`src/rtl/trim_prog_seq_pkg.sv`:
```
package trim_prog_seq_pkg;

  typedef enum logic [2:0] {
    F_IDLE, F_LOW, F_HIGH, F_SETTLE, F_GAP1, F_PULSE, F_GAP2, F_END
  } frame_st_t;

  typedef enum logic [2:0] {
    C_IDLE, C_RD, C_EVAL, C_ER, C_WSEL, C_WR, C_VF, C_FIN
  } ctrl_st_t;

  function automatic int max_of4(input int a, input int b, input int c, input int d);
    int m;
    m = a;
    if (b > m) m = b;
    if (c > m) m = c;
    if (d > m) m = d;
    return m;
  endfunction

endpackage

```
`src/rtl/trim_frame_tx.sv`:
```
module trim_frame_tx
  import trim_prog_seq_pkg::*;
#(
  parameter int WORD_W     = 11,
  parameter int HALF_CYC   = 250,
  parameter int SETTLE_CYC = 100,
  parameter int GAP_CYC    = 200,
  parameter int PULSE_CYC  = 500000
) (
  input  logic              clk,
  input  logic              rst,
  input  logic              f_start,
  input  logic [WORD_W-1:0] f_word,
  input  logic              f_read,
  input  logic              rd_level,
  output logic              f_done,
  output logic              f_bit,
  output logic              ser_clk,
  output logic              ser_data,
  output logic              pgm_en
);
  localparam int MAXC = max_of4(HALF_CYC, SETTLE_CYC, GAP_CYC, PULSE_CYC);
  localparam int CW   = $clog2(MAXC + 1);
  localparam int IW   = (WORD_W > 1) ? $clog2(WORD_W) : 1;

  frame_st_t         st;
  logic [CW-1:0]     cnt;
  logic [IW-1:0]     idx;
  logic [WORD_W-1:0] word_q;
  logic              read_q;

  always_ff @(posedge clk) begin
    if (rst) begin
      st       <= F_IDLE;
      cnt      <= '0;
      idx      <= '0;
      word_q   <= '0;
      read_q   <= 1'b0;
      f_done   <= 1'b0;
      f_bit    <= 1'b0;
      ser_clk  <= 1'b0;
      ser_data <= 1'b0;
      pgm_en   <= 1'b0;
    end else begin
      f_done <= 1'b0;
      case (st)
        F_IDLE: if (f_start) begin
          word_q   <= f_word;
          read_q   <= f_read;
          idx      <= '0;
          ser_data <= f_word[0];
          ser_clk  <= 1'b0;
          cnt      <= CW'(HALF_CYC - 1);
          st       <= F_LOW;
        end
        F_LOW: begin
          if (cnt == '0) begin
            ser_clk <= 1'b1;
            cnt     <= CW'(HALF_CYC - 1);
            st      <= F_HIGH;
          end else cnt <= cnt - 1'b1;
        end
        F_HIGH: begin
          if (cnt == '0) begin
            if (idx == IW'(WORD_W - 1)) begin
              if (read_q) begin
                cnt <= CW'(SETTLE_CYC - 1);
                st  <= F_SETTLE;
              end else begin
                cnt <= CW'(GAP_CYC - 1);
                st  <= F_GAP1;
              end
            end else begin
              idx      <= idx + 1'b1;
              ser_data <= word_q[idx + 1'b1];
              ser_clk  <= 1'b0;
              cnt      <= CW'(HALF_CYC - 1);
              st       <= F_LOW;
            end
          end else cnt <= cnt - 1'b1;
        end
        F_SETTLE: begin
          if (cnt == '0) begin
            f_bit    <= rd_level;
            ser_clk  <= 1'b0;
            ser_data <= 1'b0;
            cnt      <= CW'(HALF_CYC - 1);
            st       <= F_END;
          end else cnt <= cnt - 1'b1;
        end
        F_GAP1: begin
          if (cnt == '0) begin
            pgm_en <= 1'b1;
            cnt    <= CW'(PULSE_CYC - 1);
            st     <= F_PULSE;
          end else cnt <= cnt - 1'b1;
        end
        F_PULSE: begin
          if (cnt == '0) begin
            pgm_en <= 1'b0;
            cnt    <= CW'(GAP_CYC - 1);
            st     <= F_GAP2;
          end else cnt <= cnt - 1'b1;
        end
        F_GAP2: begin
          if (cnt == '0) begin
            ser_clk  <= 1'b0;
            ser_data <= 1'b0;
            cnt      <= CW'(HALF_CYC - 1);
            st       <= F_END;
          end else cnt <= cnt - 1'b1;
        end
        F_END: begin
          if (cnt == '0) begin
            f_done <= 1'b1;
            st     <= F_IDLE;
          end else cnt <= cnt - 1'b1;
        end
        default: st <= F_IDLE;
      endcase
    end
  end
endmodule

```
`src/rtl/trim_lsb_pick.sv`:
```
module trim_lsb_pick #(
  parameter int WORD_W = 11
) (
  input  logic [WORD_W-1:0] req,
  output logic [WORD_W-1:0] grant
);
  always_comb begin
    logic seen;
    seen  = 1'b0;
    grant = '0;
    for (int i = 0; i < WORD_W; i++) begin
      grant[i] = req[i] & ~seen;
      seen     = seen | req[i];
    end
  end
endmodule

```
`src/rtl/trim_seq_ctrl.sv`:
```
module trim_seq_ctrl
  import trim_prog_seq_pkg::*;
#(
  parameter int WORD_W = 11
) (
  input  logic              clk,
  input  logic              rst,
  input  logic              start,
  input  logic [WORD_W-1:0] desired,
  input  logic              f_done,
  input  logic              f_bit,
  output logic              f_start,
  output logic [WORD_W-1:0] f_word,
  output logic              f_read,
  output logic              busy,
  output logic              done,
  output logic              err
);
  localparam int IW = (WORD_W > 1) ? $clog2(WORD_W) : 1;
  localparam logic [WORD_W-1:0] ONE = WORD_W'(1);

  ctrl_st_t          st;
  logic [WORD_W-1:0] target, stored, sel;
  logic [IW-1:0]     idx;
  logic              vf_bad;
  logic [WORD_W-1:0] pend, grant;
  logic              need_erase;
  logic              last_idx;

  assign pend       = stored & ~target;
  assign need_erase = |(target & ~stored);
  assign last_idx   = (idx == IW'(WORD_W - 1));

  trim_lsb_pick #(.WORD_W(WORD_W)) u_pick (
    .req   (pend),
    .grant (grant)
  );

  always_ff @(posedge clk) begin
    if (rst) begin
      st      <= C_IDLE;
      target  <= '0;
      stored  <= '0;
      sel     <= '0;
      idx     <= '0;
      vf_bad  <= 1'b0;
      f_start <= 1'b0;
      f_word  <= '0;
      f_read  <= 1'b0;
      busy    <= 1'b0;
      done    <= 1'b0;
      err     <= 1'b0;
    end else begin
      f_start <= 1'b0;
      case (st)
        C_IDLE: if (start) begin
          target  <= ~desired;
          stored  <= '0;
          idx     <= '0;
          busy    <= 1'b1;
          done    <= 1'b0;
          err     <= 1'b0;
          f_start <= 1'b1;
          f_word  <= ~ONE;
          f_read  <= 1'b1;
          st      <= C_RD;
        end
        C_RD: if (f_done) begin
          stored[idx] <= f_bit;
          if (last_idx) st <= C_EVAL;
          else begin
            idx     <= idx + 1'b1;
            f_start <= 1'b1;
            f_word  <= ~(ONE << (idx + 1'b1));
            f_read  <= 1'b1;
          end
        end
        C_EVAL: begin
          if (need_erase) begin
            f_start <= 1'b1;
            f_word  <= '1;
            f_read  <= 1'b0;
            st      <= C_ER;
          end else st <= C_WSEL;
        end
        C_ER: if (f_done) begin
          stored <= '1;
          st     <= C_WSEL;
        end
        C_WSEL: begin
          f_start <= 1'b1;
          if (|pend) begin
            sel    <= grant;
            f_word <= ~grant;
            f_read <= 1'b0;
            st     <= C_WR;
          end else begin
            idx    <= '0;
            vf_bad <= 1'b0;
            f_word <= ~ONE;
            f_read <= 1'b1;
            st     <= C_VF;
          end
        end
        C_WR: if (f_done) begin
          stored <= stored & ~sel;
          st     <= C_WSEL;
        end
        C_VF: if (f_done) begin
          if (f_bit != target[idx]) vf_bad <= 1'b1;
          if (last_idx) st <= C_FIN;
          else begin
            idx     <= idx + 1'b1;
            f_start <= 1'b1;
            f_word  <= ~(ONE << (idx + 1'b1));
            f_read  <= 1'b1;
          end
        end
        C_FIN: begin
          busy <= 1'b0;
          done <= ~vf_bad;
          err  <= vf_bad;
          st   <= C_IDLE;
        end
        default: st <= C_IDLE;
      endcase
    end
  end
endmodule

```
`src/rtl/trim_prog_seq.sv`:
```
module trim_prog_seq #(
  parameter int WORD_W     = 11,
  parameter int HALF_CYC   = 250,
  parameter int SETTLE_CYC = 100,
  parameter int GAP_CYC    = 200,
  parameter int PULSE_CYC  = 500000,
  parameter int SYNC_STG   = 2
) (
  input  logic              clk,
  input  logic              rst,
  input  logic              start,
  input  logic [WORD_W-1:0] desired,
  input  logic              rdback,
  output logic              prog_clk,
  output logic              prog_data,
  output logic              prog_pulse,
  output logic              busy,
  output logic              done,
  output logic              err
);
  logic [SYNC_STG-1:0] rd_sync;
  logic                f_start, f_read, f_done, f_bit;
  logic [WORD_W-1:0]   f_word;

  generate
    if (SYNC_STG == 1) begin : g_sync1
      always_ff @(posedge clk) begin
        if (rst) rd_sync <= '0;
        else     rd_sync <= rdback;
      end
    end else begin : g_syncn
      always_ff @(posedge clk) begin
        if (rst) rd_sync <= '0;
        else     rd_sync <= {rd_sync[SYNC_STG-2:0], rdback};
      end
    end
  endgenerate

  trim_seq_ctrl #(.WORD_W(WORD_W)) u_ctrl (
    .clk     (clk),
    .rst     (rst),
    .start   (start),
    .desired (desired),
    .f_done  (f_done),
    .f_bit   (f_bit),
    .f_start (f_start),
    .f_word  (f_word),
    .f_read  (f_read),
    .busy    (busy),
    .done    (done),
    .err     (err)
  );

  trim_frame_tx #(
    .WORD_W     (WORD_W),
    .HALF_CYC   (HALF_CYC),
    .SETTLE_CYC (SETTLE_CYC),
    .GAP_CYC    (GAP_CYC),
    .PULSE_CYC  (PULSE_CYC)
  ) u_tx (
    .clk      (clk),
    .rst      (rst),
    .f_start  (f_start),
    .f_word   (f_word),
    .f_read   (f_read),
    .rd_level (rd_sync[SYNC_STG-1]),
    .f_done   (f_done),
    .f_bit    (f_bit),
    .ser_clk  (prog_clk),
    .ser_data (prog_data),
    .pgm_en   (prog_pulse)
  );
endmodule

```
`config.mk`:
```
export PLATFORM = sky130hd
export DESIGN_NAME = trim_prog_seq
export DESIGN_NICKNAME = d
export VERILOG_FILES = /design/src/rtl/trim_prog_seq_pkg.sv /design/src/rtl/trim_frame_tx.sv /design/src/rtl/trim_lsb_pick.sv /design/src/rtl/trim_seq_ctrl.sv /design/src/rtl/trim_prog_seq.sv
export SDC_FILE = /design/constraint.sdc
export NUM_CORES = 1
export LEC_CHECK = 0
export BUFFER_PORTS_ARGS = -buffer_cell sky130_fd_sc_hd__buf_2
export CAP_MARGIN = 20
export CORE_UTILIZATION = 45
export DETAILED_ROUTE_END_ITERATION = 12
export SLEW_MARGIN = 20
export SYNTH_ARGS = -nofsm -noshare
export SYNTH_HDL_FRONTEND = slang
export SYNTH_SLANG_ARGS = --single-unit
```
`constraint.sdc`:
```
create_clock -name clk -period 6.14 [get_ports clk]
set_input_delay 0.614 -clock clk [delete_from_list [all_inputs] [get_ports clk]]
set_output_delay 0.614 -clock clk [all_outputs]
set_load 0.02 [all_outputs]
```
# Word-level counts from Yosys, hierarchy flattened
# Index checks and enable logic that the tools add are counted.
[word_totals]
regBits = 102
latchBits = 0
mem_bits_rw = 0
rom_bits = 0
inputBits = 15
output_inout_bits = 6
wordCells = 231
memories = 0
[classes]
addsub = 3
mul = 0
div = 0
n_lt_le_gt_ge = 3
eq_ne = 39
shift = 1
mux = 86
bitwise_logic = 40
reduce_logical = 36
[ops]
columns = ["op", "count"]
rows = [
  ["19-bit two-way mux", 6],
  ["19-bit one-hot mux with 6 select lines", 1],
  ["11-bit two-way mux", 9],
  ["11-bit one-hot mux with 4 select lines", 2],
  ["11-bit NOT", 6],
  ["3-bit two-way mux", 16],
  ["3-bit one-hot mux with 7 select lines", 2],
  ["11-bit bitwise AND", 3],
  ["2-bit by 1-bit inequality test with 1-bit output (second input constant)", 16],
  ["4-bit two-way mux", 7],
  ["1-bit two-way mux", 25],
  ["3-bit == test (second input constant)", 8],
  ["11-bit OR reduction", 2],
  ["5-bit AND reduction", 4],
  ["19-bit logical NOT", 1],
  ["19-bit by 1-bit subtractor with 19-bit output (second input constant)", 1],
  ["8-bit two-way mux", 2],
  ["3-bit by 2-bit == test with 1-bit output (second input constant)", 4],
  ["2-bit inequality test (second input constant)", 6],
  ["1-bit NOT", 12],
  ["1-bit one-hot mux with 4 select lines", 3],
  ["4-bit one-hot mux with 3 select lines", 1],
  ["2-bit AND reduction", 6],
  ["6-bit AND reduction", 2],
  ["26 further kinds", 63],
]

# Depth between registers and ports, before layout
# Gate-level depths: netlist of the first run.
[logic_depth]
depth_word = 16
mapped_depth = 12
mapped_depth_nobuf = 8

# By module
# Synthesis of the first run repeated with hierarchy kept, for this count alone.
[hier_totals]
cells_unflattened = 721
area_unflattened_um2 = 5895.7
[by_module_without_submodules]
columns = ["mod", "n_inst", "cells_per_inst", "area_each_um2", "seq_area_each_um2"]
rows = [
  ["trim_seq_ctrl", 1, 378, 3116.7, 1141.1],
  ["trim_frame_tx", 1, 320, 2551.2, 860.8],
  ["trim_lsb_pick", 1, 19, 175.2, 0.0],
  ["trim_prog_seq", 1, 4, 52.6, 40.0],
]

# Least setup slack after synthesis of the first run
# No wires, ideal clock.
[synth_path]
kind = "reg-to-reg"
start = "reg u_ctrl.idx[0]"
end = "reg u_ctrl.f_word[6]"
setup_ns = 0.136
t_arrival_ns = 2.365
required_time_ns = 6.004
setup_slack_ns = 3.639
stages_incl_launch_ff = 12
path_buffers = 3
synth_period_minus_slack_ns = 2.501
path_cell_list = "dfxtp_1 > clkbuf_1 > inv_1 > ha_1 > and3b_1 > clkbuf_1 > o21ai_0 > a22o_1 > o21ba_2 > buf_2 > a2111oi_0 > a211oi_1"
[synth_between]
elab_chain_len = 6
elab_cells_between_ends = 9
cone_classes = "add/sub (1); eq/ne (2); shift (1); mux (3); bitwise (1); reduce/logical (1)"
[synth_rtl]
columns = ["item", "line", "rtl"]
rows = [
  ["start, declared", "trim_seq_ctrl.sv:24", "logic [IW-1:0] idx;"],
  ["start signal, assigned", "trim_seq_ctrl.sv:72", "idx <= idx + 1'b1;"],
  ["start signal, assigned", "trim_seq_ctrl.sv:113", "idx <= idx + 1'b1;"],
  ["4-bit by 1-bit adder with 4-bit output", "trim_seq_ctrl.sv:74, trim_seq_ctrl.sv:115", ""],
  ["1-bit by 4-bit left shift with 11-bit output", "trim_seq_ctrl.sv:74, trim_seq_ctrl.sv:115", ""],
  ["11-bit NOT", "trim_seq_ctrl.sv:74, trim_seq_ctrl.sv:115", ""],
  ["11-bit two-way mux", "trim_seq_ctrl.sv:70, trim_seq_ctrl.sv:111", ""],
  ["11-bit two-way mux", "trim_seq_ctrl.sv:68", "C_RD: if (f_done) begin"],
  ["11-bit one-hot mux with 4 select lines", "trim_seq_ctrl.sv:55", "case (st)"],
  ["end signal, assigned", "trim_seq_ctrl.sv:64", "f_word <= ~ONE;"],
  ["end signal, assigned", "trim_seq_ctrl.sv:74", "f_word <= ~(ONE << (idx + 1'b1));"],
  ["end signal, assigned", "trim_seq_ctrl.sv:115", "f_word <= ~(ONE << (idx + 1'b1));"],
  ["end, declared", "trim_seq_ctrl.sv:13", "output logic [WORD_W-1:0] f_word,"],
]
# Several ways; a longest one is shown, not always the timed one. The select of a mux whose other input is x is not followed.
# A chain may end at the register's enable or synchronous reset.

# Worst setup path in the final report of the first run
[layout_path]
start = "reg u_ctrl.idx[0]"
end = "reg u_ctrl.f_word[7]"
# The elaborated chain is that of the path after synthesis.

==> metrics.txt, run 1 <==
# TYPE chip_impl_metric gauge
chip_impl_info{name="rsz_0062_raised_after_global_routing",value="false"} 1
chip_impl_metric{name="post_cts.resized_instances",unit=""} 0
chip_impl_metric{name="timing.final.crit_period",unit="ns"} 2.91
chip_impl_metric{name="routed_wl",unit="µm"} 14400
chip_impl_metric{name="initial_standard_cell_utilization_of_the_core",unit="%"} 46.5
chip_impl_metric{name="synth_area_per_cell",unit="µm²"} 8.00
chip_impl_metric{name="detail-route-antenna-nets",unit=""} 0
chip_impl_metric{name="wl_per_cell",unit="µm"} 16.6
chip_impl_metric{name="synth_fa_ha_area_share",unit="%"} 2.01
chip_impl_metric{name="total_leakage_power",unit="nW"} 2.21
chip_impl_metric{name="antenna_violations_before_repair",unit=""} 0
chip_impl_metric{name="drc_errors",unit=""} 0
chip_impl_metric{name="drive_above_1_share",unit="%"} 9.89
chip_impl_metric{name="synthCells",unit=""} 702
chip_impl_info{name="tritoncts_clock_tree",value="done"} 1
chip_impl_metric{name="synth-warning-count",unit=""} 0
chip_impl_metric{name="design_power_total",unit="mW"} 1.89
chip_impl_metric{name="data_arrival_time_of_the_worst_path",unit="ns"} 3.13
chip_impl_metric{name="setup.reg_to_reg.worst_slack",unit="ns"} 3.23
chip_impl_metric{name="peakVddDrop",unit="mV"} 0.153
chip_impl_metric{name="finish.instance_area",unit="µm²"} 6060
chip_impl_info{name="yosys-top-cells-count",value="sky130_fd_sc_hd__dfxtp_1, sky130_fd_sc_hd__nor2_1, sky130_fd_sc_hd__a21oi_1"} 1
chip_impl_metric{name="clk_skew",unit="ns"} 0.00770
chip_impl_info{name="critPathCaptureType",value="flop"} 1
chip_impl_metric{name="die-width",unit="µm"} 114
chip_impl_info{name="run_status",value="complete, no violations"} 1
chip_impl_metric{name="place_inst",unit=""} 850
chip_impl_metric{name="part_of_the_cycle_the_worst_path_needs",unit="%"} 47.4
chip_impl_info{name="post-synth-top-count-cell",value="sky130_fd_sc_hd__dfxtp_1"} 1
chip_impl_metric{name="globalRouteOverflowTotal",unit=""} 0
chip_impl_metric{name="grt_pass1_vias",unit=""} 4789
chip_impl_metric{name="synthesis.area",unit="µm²"} 5610
chip_impl_metric{name="first_iter_violations",unit=""} 420
chip_impl_metric{name="detail_route.first_pass.iterations",unit=""} 7
chip_impl_metric{name="dpl.hpwl",unit="µm"} 10300
chip_impl_info{name="clock_tree.root_cell",value="sky130_fd_sc_hd__clkbuf_16"} 1
chip_impl_metric{name="place.port_buffers",unit=""} 20
chip_impl_metric{name="muxShareOfSynthArea",unit="%"} 4.81
chip_impl_metric{name="total_inserted_antenna_cells",unit=""} 0
chip_impl_metric{name="grt_first_pass_wirelength",unit="µm"} 24400
chip_impl_info{name="min_path_type",value="primary input to flop"} 1
chip_impl_metric{name="synthesis.nets",unit=""} 726
chip_impl_metric{name="synth-compound-area-share",unit="%"} 23.4
chip_impl_metric{name="gpl.final_weighted_congestion",unit=""} 0.919
chip_impl_info{name="dominantRegCellSynth",value="sky130_fd_sc_hd__dfxtp_1"} 1
chip_impl_info{name="min-delay-start",value="desired[9]"} 1
chip_impl_metric{name="worst_slack",unit="ns"} 3.23
chip_impl_metric{name="floorplan.die.height",unit="µm"} 114
chip_impl_metric{name="yosys_register_bits",unit=""} 102
chip_impl_metric{name="report.final.hold_viol_count",unit=""} 0
chip_impl_metric{name="grt_max_degree",unit=""} 57
chip_impl_metric{name="max_clock_freq",unit="MHz"} 344
chip_impl_metric{name="layout.cells.non_filler",unit=""} 866
chip_impl_metric{name="max_cap_viol_count",unit=""} 0
chip_impl_metric{name="cp.required",unit="ns"} 6.36
chip_impl_metric{name="slew_at_the_pin_closest_to_its_max_slew_limit",unit="ns"} 1.03
chip_impl_info{name="critPathLaunchType",value="flop"} 1
chip_impl_metric{name="numClockSinks",unit=""} 102
chip_impl_metric{name="synthSimpleGateAreaFrac",unit="%"} 26.5
chip_impl_metric{name="post_drt_via_cell_ratio",unit=""} 5.93
chip_impl_metric{name="post_dp_cell_area",unit="µm²"} 5770
chip_impl_metric{name="cts_post_setup_buffers_inserted",unit=""} 0
chip_impl_metric{name="ios",unit=""} 21
chip_impl_info{name="largest_family_of_logic_cells_by_synthesized_area",value="simple AND/OR/NAND/NOR gates"} 1
chip_impl_metric{name="synth_xor_xnor_area_share",unit="%"} 1.87
chip_impl_metric{name="tritoncts.num_buffers",unit=""} 9
chip_impl_metric{name="cts.htree.levels",unit=""} 3
chip_impl_metric{name="power.density",unit="nW/µm²"} 312
chip_impl_info{name="reg2reg_from",value="u_ctrl.idx[0]$_SDFFE_PP0P_"} 1
chip_impl_metric{name="cp_max_fo",unit=""} 17
chip_impl_metric{name="finalCoreUtilization",unit="%"} 50.2
chip_impl_metric{name="layout.nets",unit=""} 717
chip_impl_metric{name="clock_slew_at_the_register_clock_pins_of_the_worst_setup_and_hold_paths",unit="ns"} 0.07
chip_impl_info{name="post-synth-top-area-cell",value="sky130_fd_sc_hd__dfxtp_1"} 1
chip_impl_metric{name="ys_async_sr_fraction",unit="%"} 0
chip_impl_info{name="critical_path_class",value="flop to flop"} 1
chip_impl_metric{name="clock_latency",unit="ns"} 0.35
chip_impl_metric{name="synth.lib_cells_used.distinct",unit=""} 72
chip_impl_info{name="worstReg2RegEnd",value="u_ctrl.f_word[7]$_SDFFE_PP0P_"} 1
chip_impl_metric{name="routed_vias",unit=""} 5136
chip_impl_metric{name="setup_violations",unit=""} 0
chip_impl_metric{name="synth_edf_count",unit=""} 0
chip_impl_info{name="worstSetupEndpoint",value="u_ctrl.f_word[7]$_SDFFE_PP0P_"} 1
chip_impl_metric{name="whs",unit="ns"} 0.429
chip_impl_metric{name="die_area",unit="µm²"} 12900
chip_impl_metric{name="overall_routing_resource_usage",unit="%"} 23.6
chip_impl_metric{name="timing.setup.tns",unit="ns"} 0
chip_impl_metric{name="hold_buffers",unit=""} 0
chip_impl_info{name="yosys-top-cells-area",value="sky130_fd_sc_hd__dfxtp_1, sky130_fd_sc_hd__a21oi_1, sky130_fd_sc_hd__nor2_1"} 1
chip_impl_metric{name="clk_path_buf_depth",unit=""} 2
chip_impl_metric{name="floorplan.core_area",unit="µm²"} 12100
chip_impl_metric{name="std_cell_rows",unit=""} 40
chip_impl_metric{name="synth_seq_area_share",unit="%"} 36.4
chip_impl_metric{name="syn2layout_area_growth",unit="%"} 7.87
chip_impl_metric{name="max-slew-margin-rel",unit="%"} 31.3
chip_impl_metric{name="timing.reg2reg.worst_path_depth",unit=""} 8
chip_impl_metric{name="dp_slack",unit="ns"} 3.29
chip_impl_metric{name="synth_largest_type_area_fraction",unit="%"} 36.4
chip_impl_metric{name="final_slew_violations",unit=""} 0
chip_impl_info{name="source_of_the_critical_timing_path",value="u_ctrl.idx[0]$_SDFFE_PP0P_"} 1
-- registers in the layout (all words and copies together), names as in the netlist, 2 cells and up --
name,cells
rd_sync,2
u_ctrl.f_word,11
u_ctrl.idx,4
u_ctrl.sel,11
u_ctrl.st,3
u_ctrl.stored,11
u_ctrl.target,11
u_tx.cnt,19
u_tx.idx,4
u_tx.st,3
u_tx.word_q,11
-- metal layers --
layer  GRT usage, %  part of all wire [%]  vias to the layer above
met5              0                     0                        -
met3           4.73                   4.6                       30
met4           10.2                   2.5                        0
met2           38.9                    49                      149
li1               -                     -                     2546
met1           30.0                    44                     2411
-- critical path: stages (launching register included) --
cell	delay, ns
sky130_fd_sc_hd__dfxtp_1	0.61
sky130_fd_sc_hd__inv_1	0.12
sky130_fd_sc_hd__ha_1	0.29
sky130_fd_sc_hd__and3b_1	0.29
sky130_fd_sc_hd__o21ai_0	0.18
sky130_fd_sc_hd__a22o_1	0.28
sky130_fd_sc_hd__o21ba_2	0.32
sky130_fd_sc_hd__a2111oi_0	0.58
sky130_fd_sc_hd__a211oi_1	0.09
-- logic make-up (layout without fill, tap and decap cells) --
logic type                 Yosys count  count (layout)
and+or+nand+nor                    292             292
AOI/OAI and AO/OA                  197             197
DFF                                102             102
buffers and inverters               68              64
muxes                               22              22
xor gates and xnor gates            12              12
adders and majority gates            9               9
-- power by group --
group          switching, mW  internal, mW  total (mW)  leakage (nW)
clock network          0.278         0.285       0.563         0.140
registers             0.0822         0.722       0.805         0.832
logic                  0.326         0.194       0.520          1.23
total                  0.686          1.20        1.89          2.21
-- placed cells by master, fill, tap and decap left out, types with 6 or more instances in the layout --
cell	n
sky130_fd_sc_hd__ha_1	9
sky130_fd_sc_hd__a31oi_1	14
sky130_fd_sc_hd__a211oi_1	18
sky130_fd_sc_hd__o21ai_0	16
sky130_fd_sc_hd__nand2_1	69
sky130_fd_sc_hd__nor4_1	7
sky130_fd_sc_hd__clkbuf_16	9
sky130_fd_sc_hd__mux2i_1	18
sky130_fd_sc_hd__or3b_2	10
sky130_fd_sc_hd__a21oi_1	72
sky130_fd_sc_hd__nand3_1	16
sky130_fd_sc_hd__nor3_1	21
sky130_fd_sc_hd__nand4_1	8
sky130_fd_sc_hd__nand2b_1	16
sky130_fd_sc_hd__xnor2_1	7
sky130_fd_sc_hd__nor2_1	84
sky130_fd_sc_hd__inv_1	22
sky130_fd_sc_hd__or3_1	8
sky130_fd_sc_hd__nor2b_1	16
sky130_fd_sc_hd__a221oi_1	13
sky130_fd_sc_hd__a311oi_1	6
sky130_fd_sc_hd__dfxtp_1	102
sky130_fd_sc_hd__buf_2	20
-- worst min-delay path by stage --
stage	to	slack, ns	cells after the start
6_report	u_ctrl.target[9]$_SDFFE_PP0P_	0.43	2
2_1_floorplan	rd_sync[1]$_SDFF_PP0_	0.41	1
5_1_grt	u_ctrl.target[9]$_SDFFE_PP0P_	0.42	2
3_3_place_gp	u_tx.word_q[0]$_SDFFE_PP0P_	0.44	2
3_5_place_dp	u_tx.word_q[1]$_SDFFE_PP0P_	0.45	2
4_1_cts	u_ctrl.target[9]$_SDFFE_PP0P_	0.42	2
-- layout make-up --
cell class | instances | area [µm²]
fill | 1159 | 6010
multi-input combinational | 532 | 3290
sequential | 102 | 2040
clock buffer | 9 | 225
tap | 168 | 210
timing repair buffer | 24 | 130
inverter | 24 | 90.1
clock inverter | 7 | 65.1
(Power assumes the default switching activity.)
==> inputs of run 2 (changes only) <==
==> constraint.sdc (replaced) <==
create_clock -name clk -period 2.81 [get_ports clk]
set_input_delay 0.281 -clock clk [delete_from_list [all_inputs] [get_ports clk]]
set_output_delay 0.281 -clock clk [all_outputs]
set_load 0.02 [all_outputs]
==> run 2 against run 1 <==
  * Design area grew 3.5%
  * Combinational power is 150% higher
  * Worst hold slack worse by 0.34 ns
  * Critical path depth grew 1
  * Clock skew is 0.00058 ns higher
  * Maximum frequency is 14% higher
  * Sequential power grew 110%
  * Cell count up 3.3%
  * Clock power grew 120%
  * Utilization increased by 1.7 points
  * Register-to-register slack worse by 3.0 ns
  * Routed wire length increased by 4.9%
==> metrics.txt, run 2 (synthesized netlist as in run 1, its figures left out) <==
# TYPE chip_impl_metric gauge
chip_impl_metric{name="wl_per_cell",unit="µm"} 16.9
chip_impl_metric{name="timing.reg2reg.worst_path_depth",unit=""} 9
chip_impl_info{name="clock_tree.root_cell",value="sky130_fd_sc_hd__clkbuf_16"} 1
chip_impl_metric{name="clock_share_of_power",unit="%"} 28.7
chip_impl_metric{name="drc_errors",unit=""} 0
chip_impl_metric{name="setup.reg_to_reg.worst_slack",unit="ns"} 0.25
chip_impl_metric{name="total_leakage_power",unit="nW"} 2.35
chip_impl_info{name="final_common_cell",value="sky130_fd_sc_hd__dfxtp_1"} 1
chip_impl_info{name="min_path_type",value="primary input to flop"} 1
chip_impl_metric{name="std_cell_rows",unit=""} 40
chip_impl_metric{name="setup_violations",unit=""} 0
chip_impl_info{name="run_status",value="complete, no violations"} 1
chip_impl_metric{name="gpl.final_weighted_congestion",unit=""} 0.876
chip_impl_info{name="tritoncts_clock_tree",value="done"} 1
chip_impl_metric{name="clock_latency",unit="ns"} 0.36
chip_impl_info{name="mostFrequentLayoutCells",value="sky130_fd_sc_hd__dfxtp_1, sky130_fd_sc_hd__nor2_1, sky130_fd_sc_hd__a21oi_1, sky130_fd_sc_hd__nand2_1, sky130_fd_sc_hd__buf_4"} 1
chip_impl_metric{name="dpl.hpwl",unit="µm"} 10800
chip_impl_metric{name="power.density",unit="nW/µm²"} 676
chip_impl_metric{name="data_arrival_time_of_the_worst_path",unit="ns"} 2.83
chip_impl_metric{name="flop_pwr_share",unit="%"} 40.7
chip_impl_metric{name="ios",unit=""} 21
chip_impl_metric{name="initial_standard_cell_utilization_of_the_core",unit="%"} 46.5
chip_impl_metric{name="post_cts.resized_instances",unit=""} 0
chip_impl_info{name="critical_path_class",value="flop to flop"} 1
chip_impl_metric{name="dr_wl_met2",unit="µm"} 7260
chip_impl_metric{name="peakVddDrop",unit="mV"} 0.367
chip_impl_metric{name="drive_above_1_share",unit="%"} 13.5
chip_impl_metric{name="grt_first_pass_wirelength",unit="µm"} 25000
chip_impl_metric{name="tritoncts.num_buffers",unit=""} 9
chip_impl_metric{name="routed_vias",unit=""} 5354
chip_impl_metric{name="layout.nets",unit=""} 746
chip_impl_info{name="worstSetupEndpoint",value="u_tx.idx[2]$_SDFFE_PP0P_"} 1
chip_impl_metric{name="fillCellCount",unit=""} 1186
chip_impl_metric{name="slowest_delay",unit="ns"} 0.47
chip_impl_metric{name="max_cap_viol_count",unit=""} 0
chip_impl_info{name="reg2reg_from",value="u_tx.cnt[0]$_SDFFE_PP0P_"} 1
chip_impl_info{name="crit_chain",value="inv_1 > ha_1 > or3b_2 > or3_1 > or2_1 > buf_4 > nor4_2 > a21oi_1 > o32ai_2"} 1
chip_impl_metric{name="slew_at_the_pin_closest_to_its_max_slew_limit",unit="ns"} 0.788
chip_impl_metric{name="largest_register_ffs",unit=""} 19
chip_impl_metric{name="max_clock_freq",unit="MHz"} 390
chip_impl_metric{name="die_area",unit="µm²"} 12900
chip_impl_metric{name="cts.htree.levels",unit=""} 3
chip_impl_metric{name="overall_routing_resource_usage",unit="%"} 24.5
chip_impl_metric{name="antenna_violations_before_repair",unit=""} 0
chip_impl_info{name="source_of_the_critical_timing_path",value="u_tx.cnt[0]$_SDFFE_PP0P_"} 1
chip_impl_metric{name="part_of_the_cycle_the_worst_path_needs",unit="%"} 91.1
chip_impl_metric{name="report.final.hold_viol_count",unit=""} 0
chip_impl_metric{name="syn2layout_area_growth",unit="%"} 11.6
chip_impl_metric{name="max-slew-margin-rel",unit="%"} 47.3
chip_impl_metric{name="hold_buffers",unit=""} 0
chip_impl_info{name="critPathLaunchType",value="flop"} 1
chip_impl_info{name="dr.max_layer_used",value="met4"} 1
chip_impl_metric{name="combinationalPowerShare",unit="%"} 30.6
chip_impl_metric{name="finalCoreUtilization",unit="%"} 51.9
chip_impl_metric{name="timing.setup.tns",unit="ns"} 0
chip_impl_metric{name="floorplan.core_area",unit="µm²"} 12100
chip_impl_metric{name="clk_skew",unit="ns"} 0.00829
chip_impl_metric{name="grt_max_degree",unit=""} 50
chip_impl_metric{name="clk_path_buf_depth",unit=""} 2
chip_impl_metric{name="die-width",unit="µm"} 114
chip_impl_metric{name="place.port_buffers",unit=""} 20
chip_impl_metric{name="met1_length",unit="µm"} 6750
chip_impl_metric{name="met3_wirelength",unit="µm"} 722
chip_impl_info{name="critPathCaptureType",value="flop"} 1
chip_impl_metric{name="clock_slew_at_the_register_clock_pins_of_the_worst_setup_and_hold_paths",unit="ns"} 0.07
chip_impl_metric{name="p_sw",unit="mW"} 1.52
chip_impl_metric{name="timing.final.crit_period",unit="ns"} 2.56
chip_impl_metric{name="grt_pass1_vias",unit=""} 4955
chip_impl_metric{name="routed_wl",unit="µm"} 15100
chip_impl_metric{name="globalRouteOverflowTotal",unit=""} 0
chip_impl_metric{name="cp.required",unit="ns"} 3.08
chip_impl_metric{name="place_inst",unit=""} 879
chip_impl_metric{name="post_dp_cell_area",unit="µm²"} 5980
chip_impl_metric{name="total_inserted_antenna_cells",unit=""} 0
chip_impl_metric{name="floorplan.die.height",unit="µm"} 114
chip_impl_metric{name="post_drt_via_cell_ratio",unit=""} 5.98
chip_impl_metric{name="finish.instance_area",unit="µm²"} 6260
chip_impl_info{name="rsz_0062_raised_after_global_routing",value="false"} 1
chip_impl_metric{name="numClockSinks",unit=""} 102
chip_impl_metric{name="internal_power",unit="mW"} 2.71
chip_impl_metric{name="detail-route-antenna-nets",unit=""} 0
chip_impl_metric{name="first_iter_violations",unit=""} 431
chip_impl_info{name="max_flop_register",value="u_tx.cnt"} 1
chip_impl_info{name="worstReg2RegEnd",value="u_tx.idx[2]$_SDFFE_PP0P_"} 1
chip_impl_info{name="cp_max_stage_cell",value="sky130_fd_sc_hd__or3b_2"} 1
chip_impl_metric{name="p_sw_share",unit="%"} 36.0
chip_impl_metric{name="final_slew_violations",unit=""} 0
chip_impl_metric{name="cts_post_setup_buffers_inserted",unit=""} 0
chip_impl_metric{name="detail_route.first_pass.iterations",unit=""} 5
chip_impl_metric{name="layout.cells.non_filler",unit=""} 895
chip_impl_metric{name="cp_max_fo",unit=""} 12
## run 2: changes by cell type in the layout (fill, tap and decap cells not counted)
cell / previous run / this run
sky130_fd_sc_hd__inv_8: 2 / 0
sky130_fd_sc_hd__inv_6: 2 / 4
sky130_fd_sc_hd__clkinv_4: 2 / 1
sky130_fd_sc_hd__clkinv_2: 0 / 1
sky130_fd_sc_hd__buf_4: 4 / 33
## run 2: stage by stage
| step | total power, mW | setup WS (ns) | hold slack [ns] |
|---|---|---|---|
| after floorplan | 2.68 | 0.309 | 0.377 |
| after global placement | 3.01 | 0.339 | 0.429 |
| after detailed placement | 3.03 | 0.311 | 0.432 |
| after CTS | 4.24 | 0.283 | 0.0819 |
| after global routing | 4.48 | 0.0377 | 0.0832 |
| final | 4.23 | 0.249 | 0.0918 |
## run 2: layer usage
layer  vias up  global-route usage (%)
met4         0                    10.0
met5         -                       0
met2       171                    40.5
met1      2551                    30.9
li1       2600                       -
met3        32                    5.26
## run 2: worst min-delay path by stage
stage / startpoint / to / slack [ns] / depth (start not counted)
floorplan: desired[1] / u_ctrl.target[1]$_SDFFE_PP0P_ / 0.38 / 1
global placement: rd_sync[0]$_SDFF_PP0_ / rd_sync[1]$_SDFF_PP0_ / 0.43 / 1
detailed placement: rd_sync[0]$_SDFF_PP0_ / rd_sync[1]$_SDFF_PP0_ / 0.43 / 1
CTS: desired[1] / u_ctrl.target[1]$_SDFFE_PP0P_ / 0.08 / 2
global route: desired[1] / u_ctrl.target[1]$_SDFFE_PP0P_ / 0.08 / 2
finish: desired[1] / u_ctrl.target[1]$_SDFFE_PP0P_ / 0.09 / 2
## run 2: layout make-up
class                           instances  area (µm²)  area share, %
Multi-Input combinational cell        532        3290           52.6
Sequential cell                       102        2040           32.6
Timing Repair Buffer                   53         348           5.55
Clock buffer                            9         225           3.59
Tap cell                              168         210           3.36
Inverter                               24        90.1           1.44
Clock inverter                          7        56.3          0.899
## run 2: worst max-delay path: cells and delay by family, from the launching register on
| kind | cells | cell delay (ns) |
|---|---|---|
| fa+ha+maj | 1 | 0.14 |
| buf+inv | 2 | 0.34 |
| compound gates | 2 | 0.28 |
| simple gates | 4 | 1.37 |
| flops | 1 | 0.34 |
## run 2: power groups by stage
stage | sequential, mW | clock, mW | combinational, mW
2_1_floorplan | 1.71 | 0 | 0.966
3_3_place_gp | 1.74 | 0 | 1.26
3_5_place_dp | 1.75 | 0 | 1.28
4_1_cts | 1.72 | 1.24 | 1.28
5_1_grt | 1.74 | 1.30 | 1.44
6_report | 1.72 | 1.22 | 1.29
